**src/rtl/mw_pkg.sv**
```systemverilog
package mw_pkg;

  typedef enum logic [2:0] {
    ST_IDLE,
    ST_OPC,
    ST_ADDR,
    ST_DATA,
    ST_READ,
    ST_ARMED,
    ST_DISCARD
  } dec_state_t;

  typedef enum logic [1:0] {
    PG_WORD,
    PG_WIPE,
    PG_FILL,
    PG_WIPE_ALL
  } prog_kind_t;

  localparam logic [1:0] OP_MISC  = 2'b00;
  localparam logic [1:0] OP_STORE = 2'b01;
  localparam logic [1:0] OP_READ  = 2'b10;
  localparam logic [1:0] OP_WIPE  = 2'b11;

  localparam logic [1:0] SUB_LOCK   = 2'b00;
  localparam logic [1:0] SUB_FILL   = 2'b01;
  localparam logic [1:0] SUB_WIPEALL = 2'b10;
  localparam logic [1:0] SUB_UNLOCK = 2'b11;

endpackage

```
**src/rtl/mw_pin_sync.sv**
```systemverilog
module mw_pin_sync #(
  parameter int STAGES = 2
) (
  input  logic clk,
  input  logic rst,
  input  logic pin_i,
  output logic level_o
);

  logic [STAGES-1:0] chain;

  always_ff @(posedge clk) begin
    if (rst) chain <= '0;
    else     chain <= {chain[STAGES-2:0], pin_i};
  end

  assign level_o = chain[STAGES-1];

endmodule

```
**src/rtl/mw_word_array.sv**
```systemverilog
module mw_word_array #(
  parameter int ADDR_W = 4,
  parameter int WORD_W = 16
) (
  input  logic              clk,
  input  logic              we,
  input  logic [ADDR_W-1:0] waddr,
  input  logic [WORD_W-1:0] wdata,
  input  logic [ADDR_W-1:0] raddr,
  output logic [WORD_W-1:0] rdata
);

  localparam int DEPTH = 1 << ADDR_W;

  logic [WORD_W-1:0] mem [DEPTH];

  always_ff @(posedge clk) begin
    if (we) mem[waddr] <= wdata;
    rdata <= mem[raddr];
  end

endmodule

```
**src/rtl/mw_cmd_decoder.sv**
```systemverilog
module mw_cmd_decoder
  import mw_pkg::*;
#(
  parameter int ADDR_W = 4,
  parameter int WORD_W = 16
) (
  input  logic              clk,
  input  logic              rst,
  input  logic              sk_rise,
  input  logic              cs_lvl,
  input  logic              cs_fall,
  input  logic              din_lvl,
  input  logic              busy,
  input  logic [WORD_W-1:0] rd_q,
  output logic [ADDR_W-1:0] rd_addr,
  output logic              reading,
  output logic              rd_bit,
  output logic              wen,
  output logic              start,
  output prog_kind_t        start_kind,
  output logic [ADDR_W-1:0] start_addr,
  output logic [WORD_W-1:0] start_data
);

  localparam int LONGEST = (ADDR_W > WORD_W) ? ADDR_W : WORD_W;
  localparam int CNT_W   = $clog2(LONGEST + 1);

  dec_state_t        state;
  logic [CNT_W-1:0]  cnt;
  logic [1:0]        op;
  logic [ADDR_W-1:0] addr;
  logic [WORD_W-1:0] data;
  prog_kind_t        kind;
  logic [ADDR_W-1:0] addr_next;
  logic [1:0]        sub_code;
  logic [WORD_W-1:0] rd_shift;

  always_comb begin
    addr_next = {addr[ADDR_W-2:0], din_lvl};
    sub_code  = addr_next[ADDR_W-1 -: 2];
    rd_shift  = rd_q << cnt;
  end

  always_ff @(posedge clk) begin
    if (rst) begin
      state   <= ST_IDLE;
      cnt     <= '0;
      op      <= '0;
      addr    <= '0;
      data    <= '0;
      kind    <= PG_WORD;
      wen     <= 1'b0;
      start   <= 1'b0;
      rd_bit  <= 1'b0;
      rd_addr <= '0;
    end else begin
      start <= 1'b0;
      if (cs_fall) begin
        if (state == ST_ARMED && wen) start <= 1'b1;
        state  <= ST_IDLE;
        cnt    <= '0;
        rd_bit <= 1'b0;
      end else if (sk_rise && cs_lvl) begin
        case (state)
          ST_IDLE: begin
            if (!busy && din_lvl) begin
              state <= ST_OPC;
              cnt   <= '0;
            end
          end
          ST_OPC: begin
            op <= {op[0], din_lvl};
            if (cnt == CNT_W'(1)) begin
              state <= ST_ADDR;
              cnt   <= '0;
            end else begin
              cnt <= cnt + 1'b1;
            end
          end
          ST_ADDR: begin
            addr <= addr_next;
            if (cnt == CNT_W'(ADDR_W - 1)) begin
              cnt <= '0;
              case (op)
                OP_READ: begin
                  rd_addr <= addr_next;
                  rd_bit  <= 1'b0;
                  state   <= ST_READ;
                end
                OP_STORE: begin
                  kind  <= PG_WORD;
                  state <= ST_DATA;
                end
                OP_WIPE: begin
                  kind  <= PG_WIPE;
                  state <= ST_ARMED;
                end
                default: begin
                  case (sub_code)
                    SUB_UNLOCK: begin
                      wen   <= 1'b1;
                      state <= ST_DISCARD;
                    end
                    SUB_LOCK: begin
                      wen   <= 1'b0;
                      state <= ST_DISCARD;
                    end
                    SUB_WIPEALL: begin
                      kind  <= PG_WIPE_ALL;
                      state <= ST_ARMED;
                    end
                    default: begin
                      kind  <= PG_FILL;
                      state <= ST_DATA;
                    end
                  endcase
                end
              endcase
            end else begin
              cnt <= cnt + 1'b1;
            end
          end
          ST_DATA: begin
            data <= {data[WORD_W-2:0], din_lvl};
            if (cnt == CNT_W'(WORD_W - 1)) begin
              cnt   <= '0;
              state <= ST_ARMED;
            end else begin
              cnt <= cnt + 1'b1;
            end
          end
          ST_READ: begin
            if (cnt < CNT_W'(WORD_W)) begin
              rd_bit <= rd_shift[WORD_W-1];
              cnt    <= cnt + 1'b1;
            end else begin
              rd_bit <= 1'b0;
            end
          end
          ST_ARMED: state <= ST_DISCARD;
          default:  state <= state;
        endcase
      end
    end
  end

  assign reading    = (state == ST_READ);
  assign start_kind = kind;
  assign start_addr = addr;
  assign start_data = data;

endmodule

```
**src/rtl/mw_prog_engine.sv**
```systemverilog
module mw_prog_engine
  import mw_pkg::*;
#(
  parameter int ADDR_W     = 4,
  parameter int WORD_W     = 16,
  parameter int TWP_CYCLES = 400
) (
  input  logic              clk,
  input  logic              rst,
  input  logic              start,
  input  prog_kind_t        kind,
  input  logic [ADDR_W-1:0] addr,
  input  logic [WORD_W-1:0] data,
  output logic              busy,
  output logic              we,
  output logic [ADDR_W-1:0] waddr,
  output logic [WORD_W-1:0] wdata
);

  localparam int WORDS = 1 << ADDR_W;
  localparam int IDX_W = ADDR_W + 1;
  localparam int TMR_W = $clog2(TWP_CYCLES + 1);

  logic [TMR_W-1:0]  tmr;
  logic [IDX_W-1:0]  idx;
  prog_kind_t        kind_q;
  logic [ADDR_W-1:0] addr_q;
  logic [WORD_W-1:0] data_q;
  logic              bulk;

  always_comb begin
    bulk  = (kind_q == PG_FILL) || (kind_q == PG_WIPE_ALL);
    we    = busy && (bulk ? (idx < IDX_W'(WORDS)) : (idx == '0));
    waddr = bulk ? idx[ADDR_W-1:0] : addr_q;
    wdata = ((kind_q == PG_WIPE) || (kind_q == PG_WIPE_ALL)) ? '1 : data_q;
  end

  always_ff @(posedge clk) begin
    if (rst) begin
      busy   <= 1'b0;
      tmr    <= '0;
      idx    <= '0;
      kind_q <= PG_WORD;
      addr_q <= '0;
      data_q <= '0;
    end else if (start && !busy) begin
      busy   <= 1'b1;
      tmr    <= TMR_W'(TWP_CYCLES - 1);
      idx    <= '0;
      kind_q <= kind;
      addr_q <= addr;
      data_q <= data;
    end else if (busy) begin
      if (tmr == '0) busy <= 1'b0;
      else           tmr  <= tmr - 1'b1;
      if (we) idx <= idx + 1'b1;
    end
  end

endmodule

```
**src/rtl/mw_eeprom.sv**
```systemverilog
module mw_eeprom
  import mw_pkg::*;
#(
  parameter int ADDR_W      = 4,
  parameter int WORD_W      = 16,
  parameter int TWP_CYCLES  = 400,
  parameter int SYNC_STAGES = 2
) (
  input  logic clk,
  input  logic rst,
  input  logic sk,
  input  logic cs,
  input  logic din,
  output logic dout
);

  logic sk_lvl, cs_lvl, din_lvl;
  logic sk_prev, cs_prev, busy_prev;
  logic sk_rise, cs_fall, busy_fall;

  mw_pin_sync #(.STAGES(SYNC_STAGES)) u_sync_sk  (.clk(clk), .rst(rst), .pin_i(sk),  .level_o(sk_lvl));
  mw_pin_sync #(.STAGES(SYNC_STAGES)) u_sync_cs  (.clk(clk), .rst(rst), .pin_i(cs),  .level_o(cs_lvl));
  mw_pin_sync #(.STAGES(SYNC_STAGES)) u_sync_din (.clk(clk), .rst(rst), .pin_i(din), .level_o(din_lvl));

  logic [ADDR_W-1:0] rd_addr;
  logic [WORD_W-1:0] rd_q;
  logic              reading, rd_bit, wen, prog_start, busy;
  prog_kind_t        start_kind;
  logic [ADDR_W-1:0] start_addr;
  logic [WORD_W-1:0] start_data;
  logic              mem_we;
  logic [ADDR_W-1:0] mem_waddr;
  logic [WORD_W-1:0] mem_wdata;
  logic              status_en;

  always_ff @(posedge clk) begin
    if (rst) begin
      sk_prev   <= 1'b0;
      cs_prev   <= 1'b0;
      busy_prev <= 1'b0;
    end else begin
      sk_prev   <= sk_lvl;
      cs_prev   <= cs_lvl;
      busy_prev <= busy;
    end
  end

  assign sk_rise   = sk_lvl & ~sk_prev;
  assign cs_fall   = ~cs_lvl & cs_prev;
  assign busy_fall = ~busy & busy_prev;

  mw_cmd_decoder #(.ADDR_W(ADDR_W), .WORD_W(WORD_W)) u_dec (
    .clk(clk), .rst(rst), .sk_rise(sk_rise), .cs_lvl(cs_lvl), .cs_fall(cs_fall),
    .din_lvl(din_lvl), .busy(busy), .rd_q(rd_q), .rd_addr(rd_addr),
    .reading(reading), .rd_bit(rd_bit), .wen(wen), .start(prog_start),
    .start_kind(start_kind), .start_addr(start_addr), .start_data(start_data)
  );

  mw_prog_engine #(.ADDR_W(ADDR_W), .WORD_W(WORD_W), .TWP_CYCLES(TWP_CYCLES)) u_eng (
    .clk(clk), .rst(rst), .start(prog_start), .kind(start_kind), .addr(start_addr),
    .data(start_data), .busy(busy), .we(mem_we), .waddr(mem_waddr), .wdata(mem_wdata)
  );

  mw_word_array #(.ADDR_W(ADDR_W), .WORD_W(WORD_W)) u_mem (
    .clk(clk), .we(mem_we), .waddr(mem_waddr), .wdata(mem_wdata),
    .raddr(rd_addr), .rdata(rd_q)
  );

  always_ff @(posedge clk) begin
    if (rst)                                 status_en <= 1'b0;
    else if (prog_start)                     status_en <= 1'b1;
    else if (sk_rise && cs_lvl && din_lvl)   status_en <= 1'b0;
    else if (cs_fall && !busy)               status_en <= 1'b0;
    else if (busy_fall && !cs_lvl)           status_en <= 1'b0;
  end

  always_ff @(posedge clk) begin
    if (rst) dout <= 1'b0;
    else     dout <= cs_lvl & (reading ? rd_bit : (status_en & ~busy));
  end

endmodule

```
**config.mk**
```make
export PLATFORM = sky130hd
export DESIGN_NAME = mw_eeprom
export DESIGN_NICKNAME = d
export VERILOG_FILES = /design/src/rtl/mw_pkg.sv /design/src/rtl/mw_pin_sync.sv /design/src/rtl/mw_word_array.sv /design/src/rtl/mw_cmd_decoder.sv /design/src/rtl/mw_prog_engine.sv /design/src/rtl/mw_eeprom.sv
export SDC_FILE = /design/constraint.sdc
export NUM_CORES = 1
export LEC_CHECK = 0
export BUFFER_PORTS_ARGS = -buffer_cell sky130_fd_sc_hd__buf_4
export CAP_MARGIN = 20
export CORE_MARGIN = 3
export CORE_UTILIZATION = 50
export CTS_BUF_LIST = sky130_fd_sc_hd__clkbuf_4
export DETAILED_ROUTE_END_ITERATION = 6
export PLACE_DENSITY = 0.65
export SLEW_MARGIN = 20
export SYNTH_ARGS = -nofsm -noshare
export SYNTH_HDL_FRONTEND = slang
export SYNTH_HIERARCHICAL = 1
export SYNTH_SLANG_ARGS = --single-unit
```
**constraint.sdc**
```tcl
create_clock -name clk -period 6.77 [get_ports clk]
set_input_delay 0.3385 -clock clk [delete_from_list [all_inputs] [get_ports clk]]
set_output_delay 0.3385 -clock clk [all_outputs]
set_load 0.01 [all_outputs]
```
==> flow_metrics.tcl, run 1 <==
set metrics [dict create \
    synth-edff-count 256 \
    crit_type "flop to flop" \
    netlist-cell-type-count 69 \
    totalWireLength_mm 30.0 \
    tightest_slew_ns 0.962 \
    reg2reg_to "u_mem/mem[1][15]$_DFFE_PP_" \
    synth_top_cells_by_area "edfxtp_1 54%, dfxtp_1 15%, mux4_2 9.2%" \
    final_antenna_net_count 0 \
    slew_headroom_pct 35.8 \
    rrSetupSlack_ns 3.48 \
    synthFlopType "edfxtp_1" \
    ir_drop_mv 0.140 \
    synth_seq_cells 359 \
    cts_buffers 91 \
    critPathCapture "u_mem/mem[1][15]$_DFFE_PP_" \
    tns_ns 0 \
    cap_violations 0 \
    io_buffer_count 5 \
    synth.avg_cell_area_um2 15.3 \
    cts_resized 0 \
    wl_per_cell_um 20.9 \
    die_x_um 175 \
    core-area_um2 27900 \
    std_cell_rows 61 \
    ys_seq_area_share_pct 68.7 \
    drive_gt1_share_pct 25.8 \
    worstSetupEndpointType "flop" \
    drc 0 \
    dpl_cell_area_um2 14600 \
    slew_violations 0 \
    stdcell_count 1438 \
    clk_pin_slew_ns 0.06 \
    grt_pass1_wl_mm 46.3 \
    ctsLongestPathBuffers 3 \
    fmax_mhz 304 \
    dp_slack_ns 3.51 \
    utilization_pct 56.8 \
    cts_sinks 359 \
    grt_max_degree 75 \
    reg2reg_from "u_eng/idx[0]$_SDFFE_PP0P_" \
    vias 8202 \
    grt_overflow_total 0 \
    arrival_ns 3.58 \
    timing.hold.ws_ns 0.184 \
    r2r_cells 6 \
    io_pins 6 \
    clk-insertion-delay-late_ns 0.70 \
    cts_setup_buffers 0 \
    p_total_mw 4.15 \
    rsz0062_at_grt "no" \
    syn2layout_area_growth_pct 11.4 \
    yosysTopAreaCell "edfxtp_1" \
    worst_slack_ns 3.48 \
    syn-cell-area_um2 14200 \
    final_area_um2 15800 \
    crit_path_start "u_eng/idx[0]$_SDFFE_PP0P_" \
    p_per_area_nw_per_um2 262 \
    finalSetupViolCount 0 \
    post-route-min-period_ns 3.29 \
    ctsHoldBuffers 3 \
    root_buffer "clkbuf_4" \
    clock_skew_ns 0.0340 \
    ys_async_sr_fraction_pct 0 \
    vias_per_cell 5.70 \
    yosysTopAreaCellShare_pct 54.1 \
    nNetsFinal 1004 \
    required_ns 7.06 \
    p_leak_nw 5.28 \
    drt_iter0_drc 687 \
    cts_tree "yes" \
    yosys_warnings 6 \
    dieArea_um2 30500 \
    period_share_pct 48.6 \
    placed_cells 1270 \
    synth_nets 942 \
    htreeDepth 3 \
    first_pass_iters 5 \
    dp_hpwl_mm 18.0 \
    cp-start-kind "flop" \
    grt_pass1_vias 8073 \
    finalHoldViolations 0 \
    gr-usage-all-layers_pct 20.1 \
    syn_inst 926 \
    cp_max_fo 16 \
    antenna_found_initial 2 \
    place_congestion 0.817 \
    die_height_um 175 \
    hp-class "input pin to flop" \
    start_util_pct 51.0 \
    status "complete, no violations" \
]
-- power by group --
part,leakage [nW],switching (mW),internal [mW]
clock,0.698,0.816,0.988
sequential,3.23,0.00154,2.32
combinational,1.34,0.0115,0.00622
-- cells in the mapped netlist (4+ instances only) --
| master | count |
|---|---|
| a21oi_1 | 64 |
| a22oi_1 | 32 |
| a31oi_1 | 7 |
| and2_1 | 4 |
| buf_1 | 6 |
| buf_2 | 6 |
| buf_4 | 5 |
| buf_6 | 5 |
| clkbuf_1 | 28 |
| dfxtp_1 | 103 |
| edfxtp_1 | 256 |
| ha_1 | 11 |
| inv_1 | 18 |
| mux2_2 | 4 |
| mux2i_1 | 10 |
| mux4_1 | 10 |
| mux4_2 | 58 |
| nand2_1 | 113 |
| nand2b_1 | 7 |
| nand3_1 | 12 |
| nor2_1 | 33 |
| nor2b_1 | 15 |
| nor3_1 | 14 |
| nor4_1 | 6 |
| o21ai_0 | 7 |
| or2_2 | 18 |
| or3_1 | 5 |
| or4_1 | 7 |
-- per-layer routing --
metal  share of wire, %  global-route usage, %  vias to the layer above
li1                   -                      -                     3774
met1                 44                   28.8                     4117
met2                 47                   31.0                      262
met3                6.9                   4.37                       49
met4                1.7                   6.25                        0
met5                  0                      0                        -
-- how the worst min path moves through the flow --
stage,startpoint,to,slack (ns),cells past startpoint
after floorplan,rst,u_sync_cs/chain[0]$_SDFF_PP0_,0.41,1
after global placement,u_sync_cs/chain[0]$_SDFF_PP0_,u_sync_cs/chain[1]$_SDFF_PP0_,0.42,1
after detailed placement,u_sync_cs/chain[0]$_SDFF_PP0_,u_sync_cs/chain[1]$_SDFF_PP0_,0.43,1
after CTS,rst,u_sync_din/chain[1]$_SDFF_PP0_,0.15,2
after global routing,rst,u_sync_din/chain[1]$_SDFF_PP0_,0.19,2
final,rst,u_sync_din/chain[1]$_SDFF_PP0_,0.18,2
-- kinds of logic (layout without fill, tap and decap cells) --
group | after synthesis | count (layout) | synth area share, %
compound gates | 141 | 141 | 6.41
flops | 359 | 359 | 68.7
buf+inv | 68 | 200 | 2.25
other cells | 0 | 2 | 0
fa+ha+maj | 11 | 11 | 0.969
mux | 82 | 82 | 12.1
simple gates | 265 | 265 | 9.66
-- registers in the layout, indices dropped and copies added, names as in the netlist, 2 cells and up --
name	cells
u_sync_din/chain	2
u_dec/cnt	5
u_mem/rdata	16
u_dec/op	2
u_eng/tmr	9
u_dec/rd_addr	4
u_eng/kind_q	2
u_sync_sk/chain	2
u_eng/data_q	16
u_dec/start_data	16
u_sync_cs/chain	2
u_eng/addr_q	4
u_dec/start_addr	4
u_dec/state	3
u_eng/idx	5
u_dec/start_kind	2
u_mem/mem	256
-- layout make-up --
class / instances / area [um2]
fill: 2234 / 12000
sequential: 359 / 9750
multi-input combinational: 499 / 4190
timing repair buffer: 19 / 154
inverter: 18 / 67.6
clock buffer: 135 / 1010
clock inverter: 28 / 165
tap: 378 / 473
antenna: 2 / 5.00
-- cell usage in the layout, fill, tap and decap left out, types with 12 or more instances in the layout --
cell,netlist,final
inv_1,18,18
nor2_2,0,12
clkinv_1,0,21
nor2b_1,15,14
edfxtp_1,256,256
dfxtp_1,103,101
nand2_1,113,113
or2_2,18,18
buf_4,5,15
clkbuf_4,0,135
nor2_1,33,21
nand3_1,12,12
mux4_2,58,58
a21oi_1,64,64
a22oi_1,32,32
-- critical path, cell delays in order (launching register included) --
cell and delay, ns:
dfxtp_1 0.34, inv_1 0.09, ha_1 0.16, or3b_2 0.44
a21oi_1 0.58, or3b_2 0.58, nor2_2 0.71
(Power assumes the default switching activity.)
==> run 2: changes to the inputs <==
- PLACE_DENSITY: 0.65 -> 0.68
- clock period: 6.77 -> 2.65 ns (I/O delays scaled with it)
==> run 2 against run 1 <==
  * Cell area grew 2.5%
  * Cell count increased by 2.5%
  * Die area did not move
  * Core utilization rose by 1.4 points
  * Highest routed layer unchanged
==> flow_metrics.tcl, run 2 (synthesis results as in run 1) <==
set metrics [dict create \
    grt_pass1_vias 8457 \
    dpl_cell_area_um2 15100 \
    wl_per_cell_um 19.8 \
    root_buffer "clkbuf_4" \
    finalHoldViolations 0 \
    grt_use_met1_pct 27.0 \
    io_buffer_count 5 \
    cts_sinks 359 \
    grt.busiest_layer "met2" \
    cts_resized 0 \
    switching_share_pct 20.7 \
    p_comb_share_pct 0.5 \
    slew_violations 0 \
    antenna_found_initial 1 \
    switchingPower_mw 2.16 \
    die_x_um 175 \
    clkPwrFrac_pct 42.4 \
    required_ns 3.03 \
    rrSetupSlack_ns 0.12 \
    clk-insertion-delay-late_ns 0.70 \
    dieArea_um2 30500 \
    drc 0 \
    internal-power_mw 8.24 \
    p_leak_nw 5.46 \
    ir_drop_mv 0.222 \
    worst_slack_ns 0.118 \
    fmax_mhz 395 \
    ctsHoldBuffers 5 \
    core-area_um2 27900 \
    worstSetupEndpointType "flop" \
    clock_skew_ns 0.0305 \
    vias_per_cell 5.57 \
    ctsLongestPathBuffers 3 \
    drive_gt1_share_pct 28.4 \
    grt_overflow_total 0 \
    drt_iter0_drc 708 \
    crit_type "flop to flop" \
    start_util_pct 51.0 \
    post-route-min-period_ns 2.53 \
    cpPeakStageDelay_ns 0.57 \
    dp_slack_ns 0.141 \
    final_area_um2 16200 \
    cp_max_fo 16 \
    utilization_pct 58.2 \
    period_share_pct 95.6 \
    gr-usage-all-layers_pct 19.8 \
    multi_input_area_um2 4210 \
    crit_top_cell "or3b_2" \
    place_congestion 0.825 \
    p_per_area_nw_per_um2 641 \
    totalWireLength_mm 29.1 \
    layout_commonest_cell "edfxtp_1" \
    nNetsFinal 1043 \
    tns_ns 0 \
    clk_pin_slew_ns 0.07 \
    cp-start-kind "flop" \
    htreeDepth 3 \
    largest_reg_flops 256 \
    use_met2_pct 31.9 \
    final_antenna_net_count 0 \
    tightest_slew_ns 0.778 \
    path_cells "inv_1, ha_1, or3b_2, a21oi_2, or3b_2, nor3_4, buf_12" \
    regMostFlops "u_mem/mem" \
    seq_power_share_pct 57.1 \
    hp-class "input pin to flop" \
    die_height_um 175 \
    p_total_mw 10.4 \
    first_pass_iters 5 \
    rsz0062_at_grt "no" \
    arrival_ns 2.91 \
    slew_headroom_pct 47.6 \
    cap_violations 0 \
    crit_slowest_cell "or3b_2" \
    cts_setup_buffers 0 \
    grt_pass1_wl_mm 46.7 \
    io_pins 6 \
    dp_hpwl_mm 18.7 \
    seqCellArea_um2 9750 \
    std_cell_rows 61 \
    cts_tree "yes" \
    vias 8204 \
    finalSetupViolCount 0 \
    use_met3_pct 3.91 \
    layout_common_cells "256 x edfxtp_1, 132 x clkbuf_4, 113 x nand2_1" \
    status "complete, no violations" \
    fillers 2145 \
    grt_max_degree 45 \
    syn2layout_area_growth_pct 14.2 \
    cts_buffers 90 \
]
==> run 2: worst paths after layout <==
kind,endpoint,startpoint,depth (start not counted)
setup / recovery,u_mem/mem[0][8]$_DFFE_PP_,u_eng/idx[0]$_SDFFE_PP0P_,7
hold reg to reg,u_sync_din/chain[1]$_SDFF_PP0_,u_sync_din/chain[0]$_SDFF_PP0_,1
hold / removal,u_sync_sk/chain[0]$_SDFF_PP0_,sk,3
setup reg to reg,u_mem/mem[0][8]$_DFFE_PP_,u_eng/idx[0]$_SDFFE_PP0P_,7
==> run 2: layer usage <==
metal | share of wire [%] | up-vias
met4 | 1.7 | 0
met1 | 44 | 4126
met2 | 49 | 191
li1 | - | 3851
met3 | 4.8 | 36
met5 | 0 | -
==> run 2: final cells by class <==
cell class	instances	share of cell area, %
Inverter	18	0.417
Multi-Input combinational cell	499	26.0
Clock inverter	28	0.764
Sequential cell	359	60.1
Tap cell	378	2.92
Clock buffer	132	6.11
Antenna cell	1	0.0154
Timing Repair Buffer	59	3.66
==> run 2: worst max-delay path: cells and delay by family, from the launching register on <==
family                     cells  cell delay [ns]
AOI/OAI and AO/OA              1             0.18
buffers and inverters          2             0.28
and+or+nand+nor                3             1.25
adders and majority gates      1             0.16
DFF                            1             0.35
==> run 2: power groups by stage <==
stage / sequential, mW / combinational [mW] / clock (mW)
floorplan: 6.06 / 0.0290 / 0
global placement: 6.06 / 0.0461 / 0
detailed placement: 6.06 / 0.0462 / 0
CTS: 5.94 / 0.0522 / 4.56
global route: 5.93 / 0.0589 / 4.87
finish: 5.94 / 0.0523 / 4.41
==> run 2: through the flow <==
step	std cells	hold WS [ns]
after global routing	1474	0.198
final	1474	0.214
after detailed placement	1308	0.350
after global placement	1308	0.341
after floorplan	926	0.204
after CTS	1473	0.147
==> run 3: changes to the inputs <==
- BUFFER_PORTS_ARGS: -buffer_cell sky130_fd_sc_hd__buf_4 -> -buffer_cell sky130_fd_sc_hd__buf_2
==> run 3 against run 2 <==
  * Register-to-register slack better by 0.03 ns
  * Sequential power hardly changed
  * Routed wire length is 3.0% lower
  * Power is 1.6% higher
  * Non-clock buffer count is 6 lower
  * Fmax is 1.1% higher
  * Clock skew is 0.012 ns higher
  * Sequential share of layout area is 0.28 points higher
  * Critical path type unchanged
==> flow_metrics.tcl, run 3 (synthesis results as in run 1) <==
set metrics [dict create \
    status "complete, no violations" \
    clk-insertion-delay-late_ns 0.70 \
    layout_commonest_cell "edfxtp_1" \
    utilization_pct 57.9 \
    root_buffer "clkbuf_4" \
    grt_overflow_total 0 \
    ctsLongestPathBuffers 3 \
    p_total_mw 10.6 \
    p_per_area_nw_per_um2 654 \
    finalHoldViolations 0 \
    vias 8176 \
    dpl_cell_area_um2 15000 \
    clk_pin_slew_ns 0.06 \
    path_buf_inv 2 \
    worst_slack_ns 0.147 \
    ir_drop_mv 0.251 \
    vias_per_cell 5.59 \
    antenna_found_initial 1 \
    cts_resized 0 \
    crit_top_cell "or3b_2" \
    clock_skew_ns 0.0423 \
    hp-class "input pin to flop" \
    grt_max_degree 44 \
    seqCellArea_um2 9750 \
    cpPeakStageDelay_ns 0.58 \
    grt_pass1_vias 8260 \
    fmax_mhz 399 \
    drc 0 \
    rsz0062_at_grt "no" \
    cp-start-kind "flop" \
    multi_input_area_um2 4220 \
    drt_iter0_drc 682 \
    first_pass_iters 4 \
    place_congestion 0.799 \
    dp_slack_ns 0.154 \
    grt_pass1_wl_mm 45.1 \
    wl_per_cell_um 19.3 \
    path_cells "inv_1, ha_1, or3b_2, a21oi_2, or3b_2, nor3_4, buf_4" \
    cp_max_fo 8 \
    cts_buffers 87 \
    largest_reg_flops 256 \
    nNetsFinal 1034 \
    final_area_um2 16100 \
    finalSetupViolCount 0 \
    drive_gt1_share_pct 28.3 \
    core-area_um2 27900 \
    final_antenna_net_count 0 \
    dieArea_um2 30500 \
    tightest_slew_ns 0.793 \
    slew_headroom_pct 46.6 \
    totalWireLength_mm 28.3 \
    arrival_ns 2.87 \
    crit_family "simple AND/OR/NAND/NOR gates" \
    worstSetupEndpointType "flop" \
    tns_ns 0 \
    die_x_um 175 \
    dp_hpwl_mm 18.0 \
    slew_violations 0 \
    crit_type "flop to flop" \
    stdcell_count 1462 \
    std_cell_rows 61 \
    io_pins 6 \
    period_share_pct 94.5 \
    cts_tree "yes" \
    die_height_um 175 \
    placed_cells 1303 \
    post-route-min-period_ns 2.50 \
    cap_violations 0 \
    gr-usage-all-layers_pct 18.9 \
    timing.hold.ws_ns 0.216 \
    layout_common_cells "256 x edfxtp_1, 127 x clkbuf_4, 113 x nand2_1" \
    io_buffer_count 5 \
    fillers 2135 \
    required_ns 3.02 \
    htreeDepth 3 \
    p_leak_nw 5.43 \
    crit_slowest_cell "or3b_2" \
    regMostFlops "u_mem/mem" \
    cts_sinks 359 \
    start_util_pct 51.0 \
    syn2layout_area_growth_pct 13.7 \
]
==> run 3: final timing paths <==
check,start,end,slack (ns),cells past startpoint
setup / recovery,u_eng/idx[0]$_SDFFE_PP0P_,u_mem/mem[0][2]$_DFFE_PP_,0.15,7
setup reg to reg,u_eng/idx[0]$_SDFFE_PP0P_,u_mem/mem[0][2]$_DFFE_PP_,0.15,7
hold reg to reg,u_sync_cs/chain[0]$_SDFF_PP0_,u_sync_cs/chain[1]$_SDFF_PP0_,0.42,1
hold / removal,sk,u_sync_sk/chain[0]$_SDFF_PP0_,0.22,3
==> run 3: worst reg2reg max path: stages, from the launching register on <==
cell and delay [ns]:
dfxtp_1 0.35, inv_1 0.09, ha_1 0.16, or3b_2 0.45, a21oi_2 0.17, or3b_2 0.58, nor3_4 0.22, buf_4 0.20
==> run 3: repair_timing <==
action                                 in CTS  in global routing
buffers inserted                            0                  0
hold buffers                                4                  0
endpoints found under the hold margin      26                  0
==> run 3: metal layers <==
metal,vias up,track usage [%],wire length (um)
met3,45,3.76,1480
li1,3825,-,-
met4,0,7.85,651
met5,-,0,0
met2,225,30.0,13800
met1,4081,25.9,12300
==> run 3: cell type report <==
type	count	share of cell area, %
inverters	18	0.419
multi-input cells	499	26.1
flip-flops and latches	359	60.4
repair buffers	53	2.99
diodes	1	0.0155
clock buffers	127	5.91
well taps	378	2.93
clock inverters	27	1.19
==> run 3: power breakdown <==
group / total [mW] / internal [mW] / switching (mW)
Combinational: 0.0502 / 0.0178 / 0.0324
Clock: 4.58 / 2.50 / 2.08
Sequential: 5.94 / 5.93 / 0.00247
Total: 10.6 / 8.45 / 2.12
